**config.mk**
```make
export PLATFORM = sky130hd
export DESIGN_NAME = gpio_banked_ctrl
export DESIGN_NICKNAME = d
export VERILOG_FILES = /design/src/rtl/gpio_bank_pkg.sv /design/src/rtl/gpio_in_sync.sv /design/src/rtl/gpio_cfg_decode.sv /design/src/rtl/gpio_bank_group.sv /design/src/rtl/gpio_banked_ctrl.sv
export SDC_FILE = /design/constraint.sdc
export NUM_CORES = 1
export LEC_CHECK = 0
export ABC_AREA = 0
export BUFFER_PORTS_ARGS = -buffer_cell sky130_fd_sc_hd__buf_2
export CORE_MARGIN = 2
export CORE_UTILIZATION = 51
export CTS_CLUSTER_DIAMETER = 150
export DETAILED_ROUTE_END_ITERATION = 12
export PLACE_DENSITY_LB_ADDON = 0.05
export SLEW_MARGIN = 20
export SYNTH_ARGS = -nofsm -noshare
export SYNTH_HDL_FRONTEND = slang
export SYNTH_HIERARCHICAL = 1
export SYNTH_SLANG_ARGS = --single-unit
```
**constraint.sdc**
```tcl
create_clock -name clk -period 2.88 [get_ports clk]
set_clock_uncertainty 0.2 [all_clocks]
set_input_delay 0.288 -clock clk [delete_from_list [all_inputs] [get_ports clk]]
set_output_delay 0.288 -clock clk [all_outputs]
set_load 0.01 [all_outputs]
```
**src/rtl/gpio_bank_pkg.sv**
```systemverilog
package gpio_bank_pkg;

  localparam int GRP_W = 8;

  typedef logic [GRP_W-1:0] grp_t;

  typedef enum logic [2:0] {
    RSEL_NONE,
    RSEL_EN,
    RSEL_DIR,
    RSEL_DAT,
    RSEL_INV,
    RSEL_MODE
  } rsel_e;

  // Output enable per pin: only output pins (dir=0) of an enabled group;
  // open-drain pins enable the driver only while the effective level is 0.
  function automatic grp_t drive_oe(grp_t dir, grp_t eff, grp_t od, logic en);
    grp_t r;
    r = ~dir & (~od | ~eff);
    return en ? r : '0;
  endfunction

  // Output value per pin: only push-pull output pins present a level.
  function automatic grp_t drive_val(grp_t dir, grp_t eff, grp_t od, logic en);
    grp_t r;
    r = ~dir & ~od & eff;
    return en ? r : '0;
  endfunction

  // Data read: sampled level for inputs, latch for outputs, then inversion.
  function automatic grp_t read_val(grp_t dir, grp_t lat, grp_t smp, grp_t inv,
                                    logic en);
    grp_t r;
    r = ((dir & smp) | (~dir & lat)) ^ inv;
    return en ? r : '0;
  endfunction

endpackage

```
**src/rtl/gpio_in_sync.sv**
```systemverilog
module gpio_in_sync #(
  parameter int W = 16
) (
  input  logic         clk,
  input  logic         rst_n,
  input  logic [W-1:0] din,
  output logic [W-1:0] dout
);

  logic [W-1:0] stage1_q;
  logic [W-1:0] stage2_q;
  logic [1:0]   settle_q;

  always_ff @(posedge clk or negedge rst_n) begin
    if (!rst_n) begin
      stage1_q <= '0;
      stage2_q <= '0;
    end else begin
      stage1_q <= din;
      stage2_q <= stage1_q;
    end
  end

  // Counts edges since reset so the latency check never looks before it.
  always_ff @(posedge clk or negedge rst_n) begin
    if (!rst_n)                settle_q <= '0;
    else if (settle_q != 2'd2) settle_q <= settle_q + 2'd1;
  end

  assign dout = stage2_q;

  assert_two_stage_R8: assert property (@(posedge clk) disable iff (!rst_n)
    (settle_q == 2'd2) |-> (dout == $past(din, 2)));

endmodule

```
**src/rtl/gpio_cfg_decode.sv**
```systemverilog
module gpio_cfg_decode
  import gpio_bank_pkg::*;
#(
  parameter int          GROUPS      = 2,
  parameter int          GIDX_W      = 1,
  parameter logic [7:0]  LDN_IO      = 8'h07,
  parameter logic [7:0]  LDN_MODE    = 8'h0F,
  parameter logic [7:0]  ADDR_EN     = 8'h30,
  parameter logic [7:0]  BANK_BASE   = 8'hE0,
  parameter int          BANK_STRIDE = 4,
  parameter logic [7:0]  MODE_BASE   = 8'hE0
) (
  input  logic [7:0]        ldn,
  input  logic [7:0]        addr,
  input  logic              wr,
  output rsel_e             rsel,
  output logic [GIDX_W-1:0] rgrp,
  output logic              hit,
  output logic              wr_en,
  output logic [GROUPS-1:0] wr_dir,
  output logic [GROUPS-1:0] wr_dat,
  output logic [GROUPS-1:0] wr_inv,
  output logic [GROUPS-1:0] wr_mode
);

  always_comb begin
    rsel = RSEL_NONE;
    rgrp = '0;
    if (ldn == LDN_IO) begin
      if (addr == ADDR_EN) rsel = RSEL_EN;
      for (int g = 0; g < GROUPS; g++) begin
        if (addr == 8'(BANK_BASE + g * BANK_STRIDE)) begin
          rsel = RSEL_DIR;
          rgrp = GIDX_W'(g);
        end
        if (addr == 8'(BANK_BASE + g * BANK_STRIDE + 1)) begin
          rsel = RSEL_DAT;
          rgrp = GIDX_W'(g);
        end
        if (addr == 8'(BANK_BASE + g * BANK_STRIDE + 2)) begin
          rsel = RSEL_INV;
          rgrp = GIDX_W'(g);
        end
      end
    end else if (ldn == LDN_MODE) begin
      for (int g = 0; g < GROUPS; g++) begin
        if (addr == 8'(MODE_BASE + g)) begin
          rsel = RSEL_MODE;
          rgrp = GIDX_W'(g);
        end
      end
    end
  end

  assign hit   = (rsel != RSEL_NONE);
  assign wr_en = wr && (rsel == RSEL_EN);

  for (genvar g = 0; g < GROUPS; g++) begin : g_strobe
    logic sel_g;
    assign sel_g      = wr && (rgrp == GIDX_W'(g));
    assign wr_dir[g]  = sel_g && (rsel == RSEL_DIR);
    assign wr_dat[g]  = sel_g && (rsel == RSEL_DAT);
    assign wr_inv[g]  = sel_g && (rsel == RSEL_INV);
    assign wr_mode[g] = sel_g && (rsel == RSEL_MODE);
  end

  // At most one register is written per access (R2 map has no overlap).
  always_comb begin
    assert_single_strobe_R2: assert ($onehot0({wr_en, wr_dir, wr_dat, wr_inv, wr_mode}));
  end

endmodule

```
**src/rtl/gpio_bank_group.sv**
```systemverilog
module gpio_bank_group
  import gpio_bank_pkg::*;
(
  input  logic clk,
  input  logic rst_n,
  input  logic wr_dir,
  input  logic wr_dat,
  input  logic wr_inv,
  input  logic wr_mode,
  input  grp_t wdata,
  input  logic grp_en,
  input  grp_t smp,
  output grp_t dir_o,
  output grp_t lat_o,
  output grp_t inv_o,
  output grp_t mode_o,
  output grp_t oe_o,
  output grp_t val_o,
  output grp_t rd_val_o
);

  grp_t dir_q, lat_q, inv_q, mode_q;
  grp_t eff;

  always_ff @(posedge clk or negedge rst_n) begin
    if (!rst_n) begin
      dir_q  <= '1;
      lat_q  <= '0;
      inv_q  <= '0;
      mode_q <= '0;
    end else begin
      if (wr_dir)  dir_q  <= wdata;
      if (wr_dat)  lat_q  <= wdata;
      if (wr_inv)  inv_q  <= wdata;
      if (wr_mode) mode_q <= wdata;
    end
  end

  assign eff      = lat_q ^ inv_q;
  assign oe_o     = drive_oe(dir_q, eff, mode_q, grp_en);
  assign val_o    = drive_val(dir_q, eff, mode_q, grp_en);
  assign rd_val_o = read_val(dir_q, lat_q, smp, inv_q, grp_en);

  assign dir_o  = dir_q;
  assign lat_o  = lat_q;
  assign inv_o  = inv_q;
  assign mode_o = mode_q;

  assert_reset_values_R1: assert property (@(posedge clk)
    !rst_n |=> (dir_q == '1 && lat_q == '0 && inv_q == '0 && mode_q == '0));

  assert_input_released_R3: assert property (@(posedge clk) disable iff (!rst_n)
    (dir_q & oe_o) == '0);

  assert_od_never_high_R5: assert property (@(posedge clk) disable iff (!rst_n)
    (mode_q & val_o) == '0);

  assert_disabled_quiet_R7: assert property (@(posedge clk) disable iff (!rst_n)
    !grp_en |-> (oe_o == '0 && val_o == '0 && rd_val_o == '0));

endmodule

```
**src/rtl/gpio_banked_ctrl.sv**
```systemverilog
module gpio_banked_ctrl
  import gpio_bank_pkg::*;
#(
  parameter int          GROUPS      = 2,
  parameter logic [7:0]  LDN_IO      = 8'h07,
  parameter logic [7:0]  LDN_MODE    = 8'h0F,
  parameter logic [7:0]  ADDR_EN     = 8'h30,
  parameter logic [7:0]  BANK_BASE   = 8'hE0,
  parameter int          BANK_STRIDE = 4,
  parameter logic [7:0]  MODE_BASE   = 8'hE0
) (
  input  logic                      clk,
  input  logic                      rst_n,
  input  logic [7:0]                cfg_ldn,
  input  logic [7:0]                cfg_addr,
  input  logic                      cfg_wr,
  input  logic [7:0]                cfg_wdata,
  output logic [7:0]                cfg_rdata,
  input  logic [GROUPS*GRP_W-1:0]   pin_in,
  output logic [GROUPS*GRP_W-1:0]   pin_oe,
  output logic [GROUPS*GRP_W-1:0]   pin_out
);

  localparam int PINS   = GROUPS * GRP_W;
  localparam int GIDX_W = (GROUPS > 1) ? $clog2(GROUPS) : 1;

  rsel_e             rsel;
  logic [GIDX_W-1:0] rgrp;
  logic              hit;
  logic              wr_en;
  logic [GROUPS-1:0] wr_dir, wr_dat, wr_inv, wr_mode;
  logic [GROUPS-1:0] en_q;
  logic [PINS-1:0]   pin_smp;

  grp_t dir_a  [GROUPS];
  grp_t lat_a  [GROUPS];
  grp_t inv_a  [GROUPS];
  grp_t mode_a [GROUPS];
  grp_t rd_a   [GROUPS];

  logic [PINS-1:0] dir_flat, lat_flat, inv_flat, mode_flat;

  gpio_in_sync #(.W(PINS)) u_sync (
    .clk  (clk),
    .rst_n(rst_n),
    .din  (pin_in),
    .dout (pin_smp)
  );

  gpio_cfg_decode #(
    .GROUPS     (GROUPS),
    .GIDX_W     (GIDX_W),
    .LDN_IO     (LDN_IO),
    .LDN_MODE   (LDN_MODE),
    .ADDR_EN    (ADDR_EN),
    .BANK_BASE  (BANK_BASE),
    .BANK_STRIDE(BANK_STRIDE),
    .MODE_BASE  (MODE_BASE)
  ) u_dec (
    .ldn    (cfg_ldn),
    .addr   (cfg_addr),
    .wr     (cfg_wr),
    .rsel   (rsel),
    .rgrp   (rgrp),
    .hit    (hit),
    .wr_en  (wr_en),
    .wr_dir (wr_dir),
    .wr_dat (wr_dat),
    .wr_inv (wr_inv),
    .wr_mode(wr_mode)
  );

  always_ff @(posedge clk or negedge rst_n) begin
    if (!rst_n)     en_q <= '0;
    else if (wr_en) en_q <= cfg_wdata[GROUPS-1:0];
  end

  for (genvar g = 0; g < GROUPS; g++) begin : g_grp
    gpio_bank_group u_grp (
      .clk     (clk),
      .rst_n   (rst_n),
      .wr_dir  (wr_dir[g]),
      .wr_dat  (wr_dat[g]),
      .wr_inv  (wr_inv[g]),
      .wr_mode (wr_mode[g]),
      .wdata   (cfg_wdata),
      .grp_en  (en_q[g]),
      .smp     (pin_smp[g*GRP_W +: GRP_W]),
      .dir_o   (dir_a[g]),
      .lat_o   (lat_a[g]),
      .inv_o   (inv_a[g]),
      .mode_o  (mode_a[g]),
      .oe_o    (pin_oe[g*GRP_W +: GRP_W]),
      .val_o   (pin_out[g*GRP_W +: GRP_W]),
      .rd_val_o(rd_a[g])
    );
    assign dir_flat[g*GRP_W +: GRP_W]  = dir_a[g];
    assign lat_flat[g*GRP_W +: GRP_W]  = lat_a[g];
    assign inv_flat[g*GRP_W +: GRP_W]  = inv_a[g];
    assign mode_flat[g*GRP_W +: GRP_W] = mode_a[g];
  end

  always_comb begin
    cfg_rdata = '0;
    case (rsel)
      RSEL_EN:   cfg_rdata[GROUPS-1:0] = en_q;
      RSEL_DIR:  cfg_rdata = dir_a[rgrp];
      RSEL_DAT:  cfg_rdata = rd_a[rgrp];
      RSEL_INV:  cfg_rdata = inv_a[rgrp];
      RSEL_MODE: cfg_rdata = mode_a[rgrp];
      default:   cfg_rdata = '0;
    endcase
  end

  assert_no_value_without_oe_R4: assert property (@(posedge clk) disable iff (!rst_n)
    (~pin_oe & pin_out) == '0);

  assert_stray_write_inert_R9: assert property (@(posedge clk) disable iff (!rst_n)
    (cfg_wr && !hit) |=> $stable({en_q, dir_flat, lat_flat, inv_flat, mode_flat}));

  assert_stray_read_zero_R9: assert property (@(posedge clk) disable iff (!rst_n)
    !hit |-> (cfg_rdata == 8'h00));

endmodule

```
# Word level (Yosys, flattened, before mapping)
# Index checks and enable logic that the tools add are counted.
dict set report word_totals {
  reg_bits 98
  in_bits 43
  elab_cells 100
}
dict set report classes {
  n_lt_le_gt_ge 1
  n_eq_ne 14
  n_mux 37
  n_bitwise 26
  n_reduce_logical 11
}
# op count
set op_table {}
lappend op_table {{8-bit two-way mux} 18}
lappend op_table {{8-bit bitwise AND} 10}
lappend op_table {{8-bit == test (second input constant)} 6}
lappend op_table {{8-bit NOT} 6}
lappend op_table {{8-bit bitwise OR} 4}
lappend op_table {{8-bit bitwise XOR} 4}
lappend op_table {{3-bit two-way mux} 8}
lappend op_table {{6-bit case mux with 4 select lines} 1}
lappend op_table {{1-bit logical AND} 11}
lappend op_table {{2-bit case mux with 5 select lines} 1}
lappend op_table {{8-bit by 3-bit == test with 1-bit output (second input constant)} 1}
lappend op_table {{8-bit by 4-bit == test with 1-bit output (second input constant)} 1}
lappend op_table {{8-bit by 6-bit == test with 1-bit output (second input constant)} 1}
lappend op_table {{1-bit two-way mux} 7}
lappend op_table {{3-bit by 2-bit == test with 1-bit output (second input constant)} 2}
lappend op_table {{3-bit == test (second input constant)} 2}
lappend op_table {{2-bit two-way mux} 2}
lappend op_table {{3-bit by 1-bit == test with 1-bit output (second input constant)} 1}
lappend op_table {{2-bit greater-or-equal comparator (second input constant)} 1}
lappend op_table {{1-bit NOT with 2-bit output} 1}
lappend op_table {{1-bit NOT} 1}

# Longest topological paths before layout
# Gate-level depths: netlist of run 1.
dict set report logic_depth {
  ltp_word 11
  mapped_depth 9
  mapped_depth_nobuf 7
}

# Cells and area by module
# The synthesis of run 1 kept the hierarchy.
# module instances cells_per_inst area_per_inst_um2 seq_area_each_um2
set by_module_without_submodules {}
lappend by_module_without_submodules {gpio_bank_group 2 134 1684.1 810.8}
lappend by_module_without_submodules {gpio_in_sync 1 32 800.8 800.8}
lappend by_module_without_submodules {gpio_banked_ctrl 1 67 653.1 50.0}
lappend by_module_without_submodules {gpio_cfg_decode 1 47 289.0 0.0}

# Worst setup path after synthesis of run 1
# OpenSTA, ideal clock, no wires.
dict set report synth_timing {
  path_type {input to output}
  from {input cfg_ldn[5]}
  to {output cfg_rdata[0]}
  t_arrival_ps 2470
  required_time_ps 2392
  path_slack_ps -78
  path_stages 8
  n_path_buf 1
  cell_sequence {or4_4 nor2_2 o31ai_1 o21ai_0 or3b_1 buf_6 nor2_1 or4_1}
}
dict set report synth_via {
  elab_cells_between_ends 25
}
# element line_no
set synth_lines {}
lappend synth_lines {{start: declaration} gpio_banked_ctrl.sv:14} ;# input logic [7:0] cfg_ldn,
lappend synth_lines {{8-bit by 4-bit == test with 1-bit output} gpio_cfg_decode.sv:45} ;# end else if (ldn == LDN_MODE) begin
lappend synth_lines {{3-bit two-way mux} gpio_cfg_decode.sv:45}
lappend synth_lines {{3-bit two-way mux *} gpio_cfg_decode.sv:29} ;# if (ldn == LDN_IO) begin
lappend synth_lines {{named net rsel[0]} gpio_banked_ctrl.sv:27} ;# rsel_e rsel;
lappend synth_lines {{3-bit == test (tied with other cells)} gpio_banked_ctrl.sv:105} ;# case (rsel)
lappend synth_lines {{2-bit case mux with 5 select lines *} gpio_banked_ctrl.sv:105}
lappend synth_lines {{end: declaration} gpio_banked_ctrl.sv:18} ;# output logic [7:0] cfg_rdata,
# The timed path passes the listed nets; every way through them passes the cells marked *. The select of a mux whose other input is x is not followed.

# Final worst setup path of run 1
dict set report layout_timing {
  from {input cfg_ldn[6]}
  to {output cfg_rdata[0]}
}
dict set report layout_via {
  elab_chain_len 8
  elab_cells_between_ends 25
}
# element line_no
set layout_lines {}
lappend layout_lines {{8-bit by 4-bit == test with 1-bit output} gpio_cfg_decode.sv:45}
lappend layout_lines {{1-bit two-way mux} gpio_cfg_decode.sv:45}
lappend layout_lines {{1-bit two-way mux *} gpio_cfg_decode.sv:29}
lappend layout_lines {{named net rgrp} gpio_banked_ctrl.sv:28} ;# logic [GIDX_W-1:0] rgrp;
lappend layout_lines {{1-bit NOT with 2-bit output (implied by the code) *} -}
lappend layout_lines {{8-bit two-way mux, on equally long branches (3 in series)} -}
lappend layout_lines {{2-bit case mux with 5 select lines *} gpio_banked_ctrl.sv:105}
# Marks and branches as above.

==> results_dict.tcl, run 1 <==
set metrics [dict create \
    finalCoreUtilization_pct 67.2 \
    ff2ff_path_depth 1 \
    hold_path_class "primary input to flip-flop" \
    clk_pin_slew_ns 0.09 \
    cts_buffers 9 \
    leakagePower_nw 3.08 \
    drc_errors 0 \
    core_um2 9730 \
    drive_above_1_share_pct 39.4 \
    cp-end-kind "output port" \
    grt_overflow 0 \
    drtIter0Drc 108 \
    hold_violations 0 \
    ios 83 \
    clockRootBuffer "clkbuf_8" \
    dp_hpwl_mm 8.42 \
    avgRoutedWirePerCell_um 17.4 \
    vias_per_cell 5.42 \
    die_w_um 104 \
    start_util_pct 52.4 \
    wl_mm 12.1 \
    syn_inst 412 \
    r2r-end "en_q[0]$_DFFE_PN0P_" \
    yosysWarnings 6 \
    required_ns 2.39 \
    clk_latency_ns 0.39 \
    vdd_drop_max_v 0.000412 \
    setup_viol 8 \
    syn_area_um2 5090 \
    final_antenna_net_count 0 \
    synthToLayoutAreaGrowth_pct 28.3 \
    drt_pre_antenna_iters 4 \
    rsz0062_at_grt "yes" \
    antenna_found_initial 0 \
    reg2reg_from "en_q[0]$_DFFE_PN0P_" \
    grt_max_degree 53 \
    gp_congestion 0.846 \
    vias 3780 \
    min_from "cfg_wdata[6]" \
    cts_sinks 98 \
    fin_nets 602 \
    cts_tree "built" \
    period_share_pct 104 \
    io_buffers 82 \
    violations "setup timing" \
    slew_headroom_pct 41.4 \
    r2r_slack_ns 1.40 \
    rows 36 \
    cp_max_fo 5 \
    fillers 762 \
    grt_pass1_wl_mm 19.1 \
    maxCapViolations 0 \
    htree_levels 3 \
    min_period_ns 3.00 \
    holdPathEnd "g_grp[1].u_grp/mode_o[6]$_DFFE_PN0P_" \
    syn_nets 455 \
    final_max_slew_viol_count 0 \
    whs_path_depth 2 \
    status "complete, but fails checks" \
    setup-tns-final_ns -0.469 \
    diodes 0 \
    worstMarginPinSlew_ns 0.879 \
    critical_path_class "primary input to output port" \
    grt.total_usage_pct 22.9 \
    fp.dieH_um 104 \
    fmax_mhz 333 \
    powerDensity_nw_per_um2 386 \
    grt_pass1_vias 3705 \
    clockBufferDepth 2 \
    die_area_um2 10800 \
    layout_setup_ws_ns -0.121 \
    synth.avg_cell_area_um2 12.4 \
    cp.arrival_ns 2.51 \
    critPathLaunchType "primary input" \
]
[final cells by class]
cell class	instances	area [µm²]	area share [%]
Multi-Input combinational cell	295	2570	39.3
Sequential cell	98	2470	37.8
Tap cell	133	166	2.54
Timing Repair Buffer	155	1100	16.9
Clock buffer	9	124	1.89
Clock inverter	7	101	1.55
[what timing repair did]
action,CTS,global route
endpoints found under the hold margin,54,0
buffers inserted,3,10
resized for setup,7,20
hold buffers,17,0
pin swaps,7,7
setup endpoints to repair,8,8
[registers in the layout, indices dropped and copies added, names as in the netlist]
name / cells
g_grp.u_grp/mode_o: 16
u_sync/stage1_q: 16
en_q: 2
g_grp.u_grp/dir_o: 16
g_grp.u_grp/lat_o: 16
u_sync/dout: 16
g_grp.u_grp/inv_o: 16
[where the power goes]
group          leakage (nW)  switching [mW]  internal, mW
Combinational          1.73          0.0637        0.0506
Clock                 0.112           0.506         0.498
Sequential             1.24         0.00692          1.40
[routing by layer]
layer / vias up / global-route usage, % / share of wire, %
met4: 0 / 7.72 / 2.2
met5: - / 0 / 0
met2: 79 / 38.2 / 49
li1: 1790 / - / -
met1: 1890 / 29.2 / 45
met3: 21 / 6.02 / 3.8
[worst max path at each step]
| stage | startpoint | endpoint | slack [ns] |
|---|---|---|---|
| 2_1_floorplan | cfg_ldn[5] | cfg_rdata[0] | 0.002 |
| 4_1_cts | cfg_ldn[6] | cfg_rdata[0] | -0.13 |
| 3_3_place_gp | cfg_ldn[5] | cfg_rdata[1] | -0.11 |
| 6_report | cfg_ldn[6] | cfg_rdata[0] | -0.12 |
| 5_1_grt | cfg_ldn[6] | cfg_rdata[0] | -0.19 |
| 3_5_place_dp | cfg_ldn[5] | cfg_rdata[1] | -0.17 |
[worst max-delay path, cell delays in order]
cell     delay (ns)
buf_6          0.09
or4_4          0.57
nor4_4         0.30
a32o_2         0.22
buf_12         0.13
mux2i_1        0.18
nor2_1         0.06
or4_1          0.52
buf_2          0.16
[cell usage in the layout, fill, tap and decap left out, types with 5 or more instances in the layout]
| cell type | n |
|---|---|
| nor3b_1 | 8 |
| clkbuf_8 | 9 |
| buf_4 | 46 |
| a21oi_1 | 17 |
| nand2b_1 | 33 |
| nor3b_2 | 8 |
| buf_6 | 5 |
| mux2i_1 | 64 |
| dlygate4sd3_1 | 17 |
| mux2_2 | 26 |
| o221ai_2 | 5 |
| buf_12 | 5 |
| dfrtp_1 | 82 |
| mux2_1 | 40 |
| xor2_1 | 16 |
| o22a_1 | 6 |
| dfstp_2 | 16 |
| nor2_1 | 11 |
| nand2_1 | 22 |
| buf_2 | 80 |
[metrics by stage]
stage | setup slack, ns | power (mW) | std cells | cell area, µm² | hold WS, ns
floorplan | 0.00223 | 1.44 | 412 | 5090 | -0.208
global placement | -0.111 | 1.52 | 651 | 5910 | 0.132
global route | -0.187 | 2.63 | 697 | 6540 | 0.0219
finish | -0.121 | 2.52 | 697 | 6540 | 0.0307
CTS | -0.134 | 2.56 | 687 | 6360 | 0.0113
detailed placement | -0.174 | 1.53 | 651 | 5910 | 0.135
(Power assumes the default switching activity.)
==> run 2: changes to the inputs <==
--- a/config.mk
+++ b/config.mk
@@ -7,10 +7,12 @@
 export LEC_CHECK = 0
 export ABC_AREA = 0
 export BUFFER_PORTS_ARGS = -buffer_cell sky130_fd_sc_hd__buf_2
+export CORE_ASPECT_RATIO = 0.8
 export CORE_MARGIN = 2
 export CORE_UTILIZATION = 51
 export CTS_CLUSTER_DIAMETER = 150
 export DETAILED_ROUTE_END_ITERATION = 12
+export MAX_ROUTING_LAYER = met4
 export PLACE_DENSITY_LB_ADDON = 0.05
 export SLEW_MARGIN = 20
 export SYNTH_ARGS = -nofsm -noshare
==> run 2 against run 1 <==
Net effect:
- the flow still finishes with violations (setup timing)
- final cell count rose by 0.72%
- largest power group unchanged
- via count rose by 0.48%
- setup slack got worse by 0.0047 ns
- largest cell class unchanged
- register-to-register slack barely moved
- global-route usage rose by 1.6 points
- design area rose by 2.0%
- clock-buffer cell count rose by 2
- critical endpoint is now cfg_rdata[1]
- first-iteration DRC count rose by 61%
- core utilization rose by 1.6 points
- fmax fell by 0.16%
- die area barely moved
- combinational power rose by 4%
==> results_dict.tcl, run 2 (synthesis results as in run 1) <==
set metrics [dict create \
    status "complete, but fails checks" \
    violations "setup timing" \
    grt_pass1_vias 3723 \
    gp_congestion 0.802 \
    finalCoreUtilization_pct 68.8 \
    dp_hpwl_mm 8.44 \
    setup_viol 8 \
    cp_max_fo 5 \
    diodes 0 \
    drt_pre_antenna_iters 5 \
    antenna_found_initial 0 \
    clockRootBuffer "clkbuf_16" \
    grt.total_usage_pct 24.5 \
    cts_tree "built" \
    dp_slack_ns -0.204 \
    cp-end-kind "output port" \
    cts_sinks 98 \
    die_area_um2 10800 \
    die_w_um 116 \
    cp.arrival_ns 2.52 \
    fillers 744 \
    final_common_cell "dfrtp_1" \
    min_period_ns 3.01 \
    vias 3798 \
    critPathLaunchType "primary input" \
    whs_path_depth 2 \
    maxCapViolations 0 \
    leakagePower_nw 3.13 \
    layout_setup_ws_ns -0.125 \
    fp.dieH_um 93.4 \
    hold_violations 0 \
    rows 32 \
    worstMarginPinSlew_ns 0.564 \
    vias_per_cell 5.41 \
    slew_headroom_pct 62.4 \
    fin_hold_ws_ns 0.0864 \
    synthToLayoutAreaGrowth_pct 30.8 \
    period_share_pct 104 \
    ff2ff_path_depth 2 \
    core_um2 9690 \
    cts_buffers 9 \
    required_ns 2.39 \
    final_antenna_net_count 0 \
    start_util_pct 52.6 \
    avgRoutedWirePerCell_um 17.9 \
    clockBufferDepth 2 \
    htree_levels 3 \
    grt_overflow 0 \
    drtIter0Drc 174 \
    clk_pin_slew_ns 0.06 \
    vdd_drop_max_v 0.000359 \
    final_max_slew_viol_count 0 \
    critical_path_class "primary input to output port" \
    drc_errors 0 \
    fin_nets 604 \
    drive_above_1_share_pct 40.5 \
    setup-tns-final_ns -0.577 \
    dpl.cell_count 653 \
    ios 83 \
    grt_pass1_wl_mm 19.4 \
    rsz0062_at_grt "yes" \
    finalNonFillerCells 702 \
    grt_max_degree 68 \
    powerDensity_nw_per_um2 422 \
    layout_common_cells "82 x dfrtp_1, 79 x buf_2, 59 x mux2i_1" \
    wl_mm 12.5 \
    hold_path_class "primary input to flip-flop" \
    io_buffers 82 \
    clk_latency_ns 0.34 \
    fmax_mhz 333 \
]
-- run 2: area by class of cell --
| class | count | area (µm²) | area share [%] |
|---|---|---|---|
| Clock buffer | 11 | 243 | 3.64 |
| Clock inverter | 5 | 77.6 | 1.16 |
| Multi-Input combinational cell | 295 | 2580 | 38.8 |
| Sequential cell | 98 | 2470 | 37.1 |
| Tap cell | 136 | 170 | 2.55 |
| Timing Repair Buffer | 157 | 1120 | 16.8 |
-- run 2: through the flow --
| step | power (mW) | instance area [µm²] |
|---|---|---|
| floorplan | 1.44 | 5090 |
| global placement | 1.53 | 5890 |
| detailed placement | 1.53 | 5890 |
| CTS | 2.83 | 6580 |
| global route | 2.92 | 6670 |
| finish | 2.81 | 6670 |
-- run 2: per-layer routing --
metal	routed length, µm	track usage, %	vias to the layer above	share of wire (%)
met2	5870	37.2	129	47
met5	0	-	-	0
met4	189	5.65	0	1.5
li1	-	-	1784	-
met1	5820	33.5	1867	46
met3	666	6.22	18	5.3
-- run 2: path summary, 6_finish.rpt --
kind / from / end / slack [ns]
min reg2reg: u_sync/stage1_q[9]$_DFF_PN0_ / u_sync/dout[9]$_DFF_PN0_ / 0.15
max: cfg_addr[3] / cfg_rdata[1] / -0.13
min in group asynchronous: rst_n / en_q[0]$_DFFE_PN0P_ / 0.23
min: cfg_wdata[6] / g_grp[1].u_grp/mode_o[6]$_DFFE_PN0P_ / 0.09
max in group asynchronous: rst_n / g_grp[0].u_grp/dir_o[3]$_DFFE_PN1P_ / 1.51
max reg2reg: en_q[1]$_DFFE_PN0P_ / en_q[1]$_DFFE_PN0P_ / 1.40
-- run 2: power by group --
| part | total (mW) | switching (mW) | leakage [nW] | internal, mW |
|---|---|---|---|---|
| registers | 1.41 | 0.00730 | 1.24 | 1.40 |
| logic | 0.119 | 0.0661 | 1.74 | 0.0531 |
| clock network | 1.29 | 0.503 | 0.156 | 0.782 |
-- run 2: what timing repair did --
| action | 4_1_cts | 5_1_grt |
|---|---|---|
| endpoints found under the setup margin | 8 | 8 |
| pin swaps | 12 | 5 |
| endpoints found under the hold margin | 43 | 0 |
| setup buffers | 10 | 8 |
| hold buffers | 17 | 0 |
| resized for setup | 22 | 13 |
-- run 2: worst max-delay path, stage by stage --
cell	delay, ns
buf_6	0.09
or4b_4	0.55
nor4_4	0.29
a32o_2	0.22
buf_12	0.13
buf_6	0.13
mux2i_2	0.23
o22ai_1	0.08
or3_1	0.35
buf_2	0.15
==> run 3: changes to the inputs <==
--- a/config.mk
+++ b/config.mk
@@ -5,11 +5,11 @@
 export SDC_FILE = /design/constraint.sdc
 export NUM_CORES = 1
 export LEC_CHECK = 0
-export ABC_AREA = 0
+export ABC_AREA = 1
 export BUFFER_PORTS_ARGS = -buffer_cell sky130_fd_sc_hd__buf_2
 export CORE_ASPECT_RATIO = 0.8
 export CORE_MARGIN = 2
-export CORE_UTILIZATION = 51
+export CORE_UTILIZATION = 52
 export CTS_CLUSTER_DIAMETER = 150
 export DETAILED_ROUTE_END_ITERATION = 12
 export MAX_ROUTING_LAYER = met4
==> run 3 against run 2 <==
Net effect:
- the run now ends clean
- combinational power grew 26%
- via count grew 23%
- area after synthesis grew 7.5%
- clock-buffer cell count shrank 2
- first-iteration DRC count grew 93%
- sequential share of layout area grew 0.99 points
- largest power group unchanged
==> results_dict.tcl, run 3 <==
set metrics [dict create \
    clockBufferDepth 2 \
    cp_max_fo 32 \
    layout_common_cells "278 x nand2_1, 82 x dfrtp_1, 81 x buf_2" \
    final_area_um2 6490 \
    finalCoreUtilization_pct 63.4 \
    gp_congestion 0.972 \
    io_buffers 82 \
    post_dp_cell_area_um2 6040 \
    slew_headroom_pct 55.7 \
    fin_nets 850 \
    critPathLaunchType "primary input" \
    period_share_pct 88.3 \
    drt_pre_antenna_iters 5 \
    syn_area_um2 5480 \
    crit_family "buffers and inverters" \
    final_common_cell "nand2_1" \
    setup-tns-final_ns 0 \
    die_w_um 119 \
    min_period_ns 2.54 \
    cpPeakStageDelay_ns 0.25 \
    yosysWarnings 6 \
    cts_sinks 98 \
    start_util_pct 53.5 \
    htree_levels 3 \
    grt_max_degree 52 \
    cp.arrival_ns 2.06 \
    antenna_found_initial 0 \
    clk_pin_slew_ns 0.07 \
    syn_nets 747 \
    fillers 935 \
    required_ns 2.39 \
    rsz0062_at_grt "no" \
    cts_setup_buffers 0 \
    synth.avg_cell_area_um2 7.78 \
    grt_pass1_wl_mm 21.3 \
    vdd_drop_max_v 0.000331 \
    clk_latency_ns 0.35 \
    critical_path_class "primary input to output port" \
    wl_mm 12.9 \
    hold_violations 0 \
    grt.total_usage_pct 24.6 \
    syn_inst 704 \
    finalNonFillerCells 952 \
    drive_above_1_share_pct 27.1 \
    grt_overflow 0 \
    grt_pass1_vias 4342 \
    critPathMostFrequentCell "nand2_1" \
    vias_per_cell 4.91 \
    worstMarginPinSlew_ns 0.665 \
    dpl.cell_count 919 \
    die_area_um2 11400 \
    drc_errors 0 \
    fp.dieH_um 95.8 \
    core_um2 10200 \
    crit_buf_inv 5 \
    cts_buffers 9 \
    rows 33 \
    slowest_stage "inv_1" \
    path_cells "buf_2 > inv_1 > nand2_1 > nor2_1 > nand2_2 > a21oi_2 > nand2_2 > inv_1 > inv_4 > nand2_1 > nand2_1 > nand2_1 > nand2_1 > nor2_1 > nand2_1 > buf_2" \
    fin_hold_ws_ns 0.0502 \
    leakagePower_nw 3.49 \
    cts_tree "built" \
    setup_viol 0 \
    dp_hpwl_mm 9.72 \
    diodes 0 \
    synthToLayoutAreaGrowth_pct 18.5 \
    final_max_slew_viol_count 0 \
    powerDensity_nw_per_um2 417 \
    ios 83 \
    final_antenna_net_count 0 \
    avgRoutedWirePerCell_um 13.5 \
    maxCapViolations 0 \
    cp-end-kind "output port" \
    vias 4676 \
    status "completed" \
    drtIter0Drc 336 \
    fmax_mhz 393 \
    hold_path_class "primary input to flip-flop" \
    clockRootBuffer "clkbuf_16" \
]
## run 3: changes by cell type in the layout (fill, tap and decap cells not counted), sizes merged, moves of 48 or more
cell | before | now
buf | 140 | 92
inv | 0 | 75
mux2 | 66 | 16
mux2i | 64 | 0
nand2 | 22 | 303
nor2 | 13 | 77
o21ai | 1 | 52
## run 3: final cells by class
cell class / count / area (µm²) / share of cell area (%)
Multi-Input combinational cell: 517 / 2590 / 39.9
Sequential cell: 98 / 2470 / 38.1
Timing Repair Buffer: 109 / 683 / 10.5
Inverter: 72 / 288 / 4.43
Clock buffer: 9 / 225 / 3.47
Tap cell: 140 / 175 / 2.70
Clock inverter: 7 / 60.1 / 0.925
## run 3: timing repair
action                    4_1_cts  5_1_grt
hold buffers                   17        0
gates resized for setup         0        0
hold endpoints to repair       58        0
## run 3: worst reg2reg max path: cells and delay by family, from the launching register on
family / cells / cell delay, ns
buffers and inverters: 1 / 0.16
DFF: 1 / 0.71
AOI/OAI and AO/OA: 1 / 0.17
## run 3: power by group
part	switching (mW)	internal (mW)
Sequential	0.00782	1.40
Clock	0.545	0.601
Combinational	0.0919	0.0584
## run 3: worst paths after layout
kind	start	slack [ns]	depth (start not counted)	endpoint
worst max-delay path	cfg_addr[1]	0.34	16	cfg_rdata[0]
worst min-delay path	cfg_wdata[2]	0.05	3	g_grp[0].u_grp/dir_o[2]$_DFFE_PN1P_
worst max register to register	en_q[1]$_DFFE_PN0P_	1.56	2	en_q[1]$_DFFE_PN0P_
worst min register to register	u_sync/stage1_q[12]$_DFF_PN0_	0.15	0	u_sync/dout[12]$_DFF_PN0_
max in group asynchronous	rst_n	1.38	3	g_grp[1].u_grp/dir_o[1]$_DFFE_PN1P_
min in group asynchronous	rst_n	0.33	2	u_sync/stage1_q[0]$_DFF_PN0_
## run 3: metal layers
| layer | global-route usage [%] | wire, µm |
|---|---|---|
| met4 | 5.95 | 95 |
| met1 | 35.2 | 6400 |
| met5 | - | 0 |
| met2 | 36.6 | 5520 |
| met3 | 4.44 | 856 |
## run 3: metrics by stage
stage,worst slack (ns),power [mW]
after floorplan,0.859,1.48
after CTS,0.345,2.74
after global placement,0.443,1.56
final,0.336,2.70
after detailed placement,0.343,1.57
after global routing,0.109,2.81
